### config.mk
export PLATFORM = sky130hd
export DESIGN_NAME = lsu_lane_align
export DESIGN_NICKNAME = d
export VERILOG_FILES = /design/src/rtl/lsu_align_pkg.sv /design/src/rtl/lsu_load_ext.sv /design/src/rtl/lsu_store_spread.sv /design/src/rtl/lsu_lane_align.sv
export SDC_FILE = /design/constraint.sdc
export NUM_CORES = 1
export LEC_CHECK = 0
export BUFFER_PORTS_ARGS = -buffer_cell sky130_fd_sc_hd__buf_2
export CAP_MARGIN = 30
export CORE_MARGIN = 1
export CORE_UTILIZATION = 49
export CTS_BUF_LIST = sky130_fd_sc_hd__clkbuf_16
export DETAILED_ROUTE_END_ITERATION = 12
export GPL_TIMING_DRIVEN = 0
export PLACE_DENSITY = 0.83
export SYNTH_ARGS = -nofsm -noshare
export SYNTH_HDL_FRONTEND = slang
export SYNTH_HIERARCHICAL = 1
export SYNTH_SLANG_ARGS = --single-unit
export TNS_END_PERCENT = 20
### constraint.sdc
create_clock -name clk -period 4.6 [get_ports clk]
set_clock_uncertainty 0.05 [all_clocks]
set_input_delay 0.46 -clock clk [delete_from_list [all_inputs] [get_ports clk]]
set_output_delay 0.46 -clock clk [all_outputs]
set_load 0.01 [all_outputs]
### src/rtl/lsu_align_pkg.sv
package lsu_align_pkg;
    localparam int DATA_W = 32;
    localparam int BYTE_W = 8;
    localparam int HALF_W = 2 * BYTE_W;
    localparam int NLANE  = DATA_W / BYTE_W;
    localparam int LIDX_W = $clog2(NLANE);

    typedef enum logic [1:0] {
        SZ_BYTE = 2'd0,
        SZ_HALF = 2'd1,
        SZ_WORD = 2'd2
    } acc_size_e;

    typedef struct packed {
        logic              done;
        logic [DATA_W-1:0] ld_data;
        logic [DATA_W-1:0] wr_bus;
        logic [NLANE-1:0]  byte_en;
        logic              err_illegal;
        logic              err_misalign;
    } align_out_t;
endpackage

### src/rtl/lsu_load_ext.sv
module lsu_load_ext
    import lsu_align_pkg::*;
(
    input  logic [DATA_W-1:0] rd_bus,
    input  logic [LIDX_W-1:0] addr_lo,
    input  logic              big_end,
    input  logic              sgn,
    input  acc_size_e         size,
    output logic [DATA_W-1:0] ld_val
);
    logic [BYTE_W-1:0] lane [NLANE];
    logic [LIDX_W-1:0] lane_idx;
    logic              hi_half;
    logic [BYTE_W-1:0] sel_b;
    logic [HALF_W-1:0] sel_h;

    for (genvar g = 0; g < NLANE; g++) begin : g_lane
        assign lane[g] = rd_bus[g*BYTE_W +: BYTE_W];
    end

    always_comb begin
        lane_idx = big_end ? (LIDX_W'(NLANE-1) - addr_lo) : addr_lo;
        hi_half  = addr_lo[LIDX_W-1] ^ big_end;
        sel_b    = lane[lane_idx];
        sel_h    = hi_half ? rd_bus[DATA_W-1 -: HALF_W] : rd_bus[HALF_W-1:0];
        case (size)
            SZ_BYTE: ld_val = {{(DATA_W-BYTE_W){sgn & sel_b[BYTE_W-1]}}, sel_b};
            SZ_HALF: ld_val = {{(DATA_W-HALF_W){sgn & sel_h[HALF_W-1]}}, sel_h};
            default: ld_val = rd_bus;
        endcase
    end
endmodule

### src/rtl/lsu_store_spread.sv
module lsu_store_spread
    import lsu_align_pkg::*;
(
    input  logic [DATA_W-1:0] st_data,
    input  logic [LIDX_W-1:0] addr_lo,
    input  logic              big_end,
    input  acc_size_e         size,
    output logic [DATA_W-1:0] wr_val,
    output logic [NLANE-1:0]  lane_mask
);
    logic [LIDX_W-1:0] lane_idx;
    logic              hi_half;
    logic [NLANE-1:0]  byte_hit;

    assign lane_idx = big_end ? (LIDX_W'(NLANE-1) - addr_lo) : addr_lo;
    assign hi_half  = addr_lo[LIDX_W-1] ^ big_end;

    for (genvar g = 0; g < NLANE; g++) begin : g_hit
        assign byte_hit[g] = (lane_idx == LIDX_W'(g));
    end

    always_comb begin
        case (size)
            SZ_BYTE: begin
                wr_val    = {NLANE{st_data[BYTE_W-1:0]}};
                lane_mask = byte_hit;
            end
            SZ_HALF: begin
                wr_val    = {(DATA_W/HALF_W){st_data[HALF_W-1:0]}};
                lane_mask = hi_half ? {{(NLANE/2){1'b1}}, {(NLANE/2){1'b0}}}
                                    : {{(NLANE/2){1'b0}}, {(NLANE/2){1'b1}}};
            end
            default: begin
                wr_val    = st_data;
                lane_mask = '1;
            end
        endcase
    end
endmodule

### src/rtl/lsu_lane_align.sv
module lsu_lane_align
    import lsu_align_pkg::*;
(
    input  logic              clk,
    input  logic              rst,
    input  logic              req_vld,
    input  logic              acc_load,
    input  logic              acc_sgn,
    input  logic              acc_half,
    input  logic              acc_word,
    input  logic              big_end,
    input  logic [1:0]        addr_lo,
    input  logic [31:0]       rd_bus,
    input  logic [31:0]       st_data,
    output logic              done,
    output logic [31:0]       ld_data,
    output logic [31:0]       wr_bus,
    output logic [3:0]        byte_en,
    output logic              err_illegal,
    output logic              err_misalign
);
    acc_size_e         size;
    logic [DATA_W-1:0] ld_val;
    logic [DATA_W-1:0] sp_bus;
    logic [NLANE-1:0]  sp_mask;
    logic              bad_sign;
    logic              bad_align;
    align_out_t        out_d;
    align_out_t        out_q;

    assign size = acc_word ? SZ_WORD : (acc_half ? SZ_HALF : SZ_BYTE);

    lsu_load_ext u_load (
        .rd_bus  (rd_bus),
        .addr_lo (addr_lo),
        .big_end (big_end),
        .sgn     (acc_sgn),
        .size    (size),
        .ld_val  (ld_val)
    );

    lsu_store_spread u_store (
        .st_data   (st_data),
        .addr_lo   (addr_lo),
        .big_end   (big_end),
        .size      (size),
        .wr_val    (sp_bus),
        .lane_mask (sp_mask)
    );

    always_comb begin
        bad_sign  = acc_sgn & ~acc_load & ~acc_word;
        bad_align = (size == SZ_HALF) & addr_lo[0];
        out_d     = '0;
        if (req_vld) begin
            out_d.done         = 1'b1;
            out_d.err_illegal  = bad_sign;
            out_d.err_misalign = bad_align;
            if (acc_load) begin
                out_d.ld_data = ld_val;
            end else begin
                out_d.wr_bus  = sp_bus;
                out_d.byte_en = (bad_sign | bad_align) ? '0 : sp_mask;
            end
        end
    end

    always_ff @(posedge clk) begin
        if (rst) out_q <= '0;
        else     out_q <= out_d;
    end

    assign done         = out_q.done;
    assign ld_data      = out_q.ld_data;
    assign wr_bus       = out_q.wr_bus;
    assign byte_en      = out_q.byte_en;
    assign err_illegal  = out_q.err_illegal;
    assign err_misalign = out_q.err_misalign;
endmodule

==> results <==
- In this run the power density over the cells is 347 nW/µm².
- Setup violations remaining at the end of the flow were counted as 0.
- The buffers plus inverters on the worst setup path is 3.
- Static timing analysis puts the maximum clock frequency at 470 MHz.
- The proportion of total power due to net switching is 25.2%.
- The path class of the tightest hold or removal check is primary input to flip-flop.
- Cells with a size suffix above 1 make up 42.8% of the layout.
- After floorplanning, the core was divided into 29 placement rows.
- In this run, CTS created clock tree buffers numbering 9.
- The area of the die is 6830 µm².
- The number of antenna diodes in the final layout is 0.
- The worst IR drop on VDD is 0.226 mV.
- The final layout contains 543 nets.
- Of all nets on the critical path, the largest fanout is 12.
- The final hold violation count is 0.
- The H-tree depth reported by CTS is 3.
- Adding up every negative setup slack in the final design gives 0 ns.
- The number of nets in the synthesized netlist is 388.
- The first-pass GRT wire length is 12000 µm.
- The hold-fix buffer count after cts is 0.
- The leakage power is 2.25 nW.
- Traced cell by cell, the critical path runs through buf_2 > nor2b_1 > clkinv_1 > a211o_1 > o22ai_2 > buf_6 > a21o_1 > and2_1.
- In the layout the commonest cells are sky130_fd_sc_hd__buf_2, sky130_fd_sc_hd__dfxtp_1, sky130_fd_sc_hd__and2_1.
- Per report_power, the sequential group accounts for 43.1% of the total.
- On the critical path the largest part of the delay comes from compound AO/OA/AOI/OAI gates.
- Headroom to the max-slew limit came out at 64.3%.
- The share of synthesized cell area in full adder, half adder and majority cells is 0%.
- The final routed DRC violation total is 0.
- In this run the worst setup path terminates at ld_data[26].
- For this run, asynchronously set or reset flops after synthesis account for 0%.
- The detailed-route vias per instance is 5.11.
- Once the floorplan was initialized, standard cells occupied 50.4% of the core.
- The critical path in this run is classified as primary input to flip-flop.
- After synthesis, the netlist uses 47 different library cells.
- The type of origin of the critical path is a primary input.
- The core region is 6310 µm².
- The smallest clock period supported by the final layout is computed as 2.13 ns.
- The total internal power is 1.11 mW.
- The number of nets still failing antenna checks after routing is 0.
- The worst slack at placement is 2.15 ns.
- The multiplexer fraction of the synthesized cell area is 10.7%.
- The synthesized design contains 71 register bits.
- The number of clock sinks seen by CTS is 71.
- The number of max-cap violations is 0.
- The logic depth of the worst path, buffers included is 8.
- Setup repair after global routing left no endpoint under its margin.
- Leaving out fill and tap cells, the most frequent cell in the layout is sky130_fd_sc_hd__buf_2.
- The main flop type after synthesis is sky130_fd_sc_hd__dfxtp_1.
- The die is 82.6 µm wide.
- The share of total power dissipated in the clock network is 41.3%.
- Yosys mapped a number of flops with a built-in enable equal to 0.
- At the pin with the least slew margin, the transition time is 0.535 ns.
- From synthesis to final layout, the design area changed by 34.0%.
- The HPWL after detailed placement is 6170 µm.
- The largest individual stage delay along the critical path comes from the cell sky130_fd_sc_hd__a211o_1.
- The post-CTS resize count is 0.
- The global-route congestion overflow total is 0.
- At the end of routability-driven placement, the weighted congestion stood at 0.858.
- After clock tree synthesis, the clock-pin slew on the worst setup and hold paths is 0.05 ns.
- The run finished with clean final reports.
- The area fraction of the dominant cell type after synthesis is 44.6%.
- The count of non-filler cells in the finished layout is 551.
- The number of buffers inserted by post-CTS setup repair is 0.
- After the first detailed-routing iteration, the DRC count stood at 135.
- The required time at the endpoint of the critical path is 4.82 ns.
- Entering global routing, the biggest net connects 13 pins.
- The largest family of logic cells by synthesized area is simple AND/OR/NAND/NOR gates.
- For this design the top-level I/O count stands at 145.
- Once placement completed, the tool counted placed cells totaling 535.
- The delay of the slowest critical-path stage is 0.37 ns.
- The combinational share of power is 15.6%.
- Summed over all nets, the switching power comes to 0.373 mW.
- Counting along the longest clock path gives a buffer depth of 2.
- Dividing the final minimum period by the clock period gives 46.2%.
- Of the total synthesized cell area, the portion taken by AND, OR, NAND and NOR gates is 20.9%.
- A synthesized cell averages 10.1 µm².
- The first detailed-routing pass took 5 iterations.
- The clock tree root buffer cell is sky130_fd_sc_hd__clkbuf_16.
- The detailed router placed 2817 vias in this run.
- The count of buffers inserted at the top-level ports is 144.
- The synthesized netlist devotes 14.7% of its cell area to compound gates.
- Once routing completed, OpenROAD measured the worst setup slack at 2.47 ns.
- Ranked by total cell area, the synthesized netlist is headed by sky130_fd_sc_hd__dfxtp_1, sky130_fd_sc_hd__and2_1, sky130_fd_sc_hd__a21o_1, sky130_fd_sc_hd__nand2_1, sky130_fd_sc_hd__mux2i_1.
- TritonCTS built the clock tree.
- Summing the areas of all xor and xnor instances in the mapped netlist gives 2.44% of the synthesized area.
- The overall track demand over capacity in global routing is 24.1%.
- Wires add up to 8110 µm.
- In this run the worst setup path begins at acc_word.
- The critical path arrival is 2.35 ns.
- The cell taking the most area after synthesis is sky130_fd_sc_hd__dfxtp_1.
- The total count of max-transition violations in the final report is 0.
- The cell area after synthesis is 3180 µm².
- The gate count of the mapped netlist is 314.
- From bottom edge to top edge, the die measures 82.6 µm.
- The mean routed wirelength per cell is 14.7 µm.
- Sequential elements use 44.6% of the synthesized area.
- The via count of the first global-routing pass is 2615.
- The synthesis warning total is 6.
- The number of antenna violations at the first check in global routing was 0.
- STA classifies the critical path endpoint as a flip-flop.
[power groups by stage]
stage | combinational (mW) | sequential (mW) | clock [mW]
after floorplan | 0.129 | 0.661 | 0
after global placement | 0.223 | 0.651 | 0
after detailed placement | 0.229 | 0.651 | 0
after CTS | 0.231 | 0.638 | 0.623
after global routing | 0.252 | 0.639 | 0.652
final | 0.232 | 0.638 | 0.611
[how the worst min path moves through the flow]
stage	slack [ns]	from	depth (start not counted)	to
3_3_place_gp	0.68	req_vld	2	done
4_1_cts	0.34	req_vld	2	done
2_1_floorplan	0.56	addr_lo[0]	1	err_misalign
5_1_grt	0.36	req_vld	2	done
6_report	0.35	req_vld	2	done
3_5_place_dp	0.68	req_vld	2	done
[state kept, by name (all words and copies together), names as in the netlist]
signal,flops
done,1
byte_en,4
err_misalign,1
ld_data,32
wr_bus,32
err_illegal,1
[routing by layer]
layer  vias to the layer above  track usage (%)  part of all wire, %
li1                       1385                -                    -
met2                       126             40.5                   48
met1                      1289             27.8                   42
met3                        17             6.26                  7.7
met4                         0             13.6                  2.4
met5                         -                0                    0
[cell usage after synthesis, types with 6 or more instances]
master                       n
sky130_fd_sc_hd__a21o_1     16
sky130_fd_sc_hd__a21oi_1     8
sky130_fd_sc_hd__a221o_1     6
sky130_fd_sc_hd__and2_1     57
sky130_fd_sc_hd__and2_2      8
sky130_fd_sc_hd__buf_4      10
sky130_fd_sc_hd__buf_6       7
sky130_fd_sc_hd__clkbuf_1    8
sky130_fd_sc_hd__dfxtp_1    71
sky130_fd_sc_hd__mux2_1      8
sky130_fd_sc_hd__mux2_4      6
sky130_fd_sc_hd__mux2i_1    10
sky130_fd_sc_hd__nand2_1    30
sky130_fd_sc_hd__nand3_1     6
sky130_fd_sc_hd__o2111ai_1   6
sky130_fd_sc_hd__o21ai_1     8
[final cells by class]
type | count | area (µm²)
Fill cell | 490 | 2050
Multi-Input combinational cell | 212 | 1550
Sequential cell | 71 | 1420
Timing Repair Buffer | 144 | 721
Clock buffer | 9 | 225
Buffer | 27 | 194
Tap cell | 77 | 96.3
Clock inverter | 7 | 40.0
Inverter | 4 | 15.0
[kinds of logic (layout without fill, tap and decap cells)]
kind of cell | after synthesis | after routing
and+or+nand+nor | 114 | 114
xor gates and xnor gates | 8 | 8
muxes | 28 | 28
AOI/OAI and AO/OA | 62 | 62
DFF | 71 | 71
buffers and inverters | 31 | 191
[metrics by stage]
stage	power, mW	utilization (%)	area [µm²]	hold WS, ns
floorplan	0.790	-	3180	0.556
global placement	0.874	63.4	4000	0.681
detailed placement	0.880	63.4	4000	0.684
CTS	1.49	67.6	4270	0.344
global route	1.54	67.6	4270	0.361
finish	1.48	67.6	4270	0.348
(Power assumes the default switching activity.)
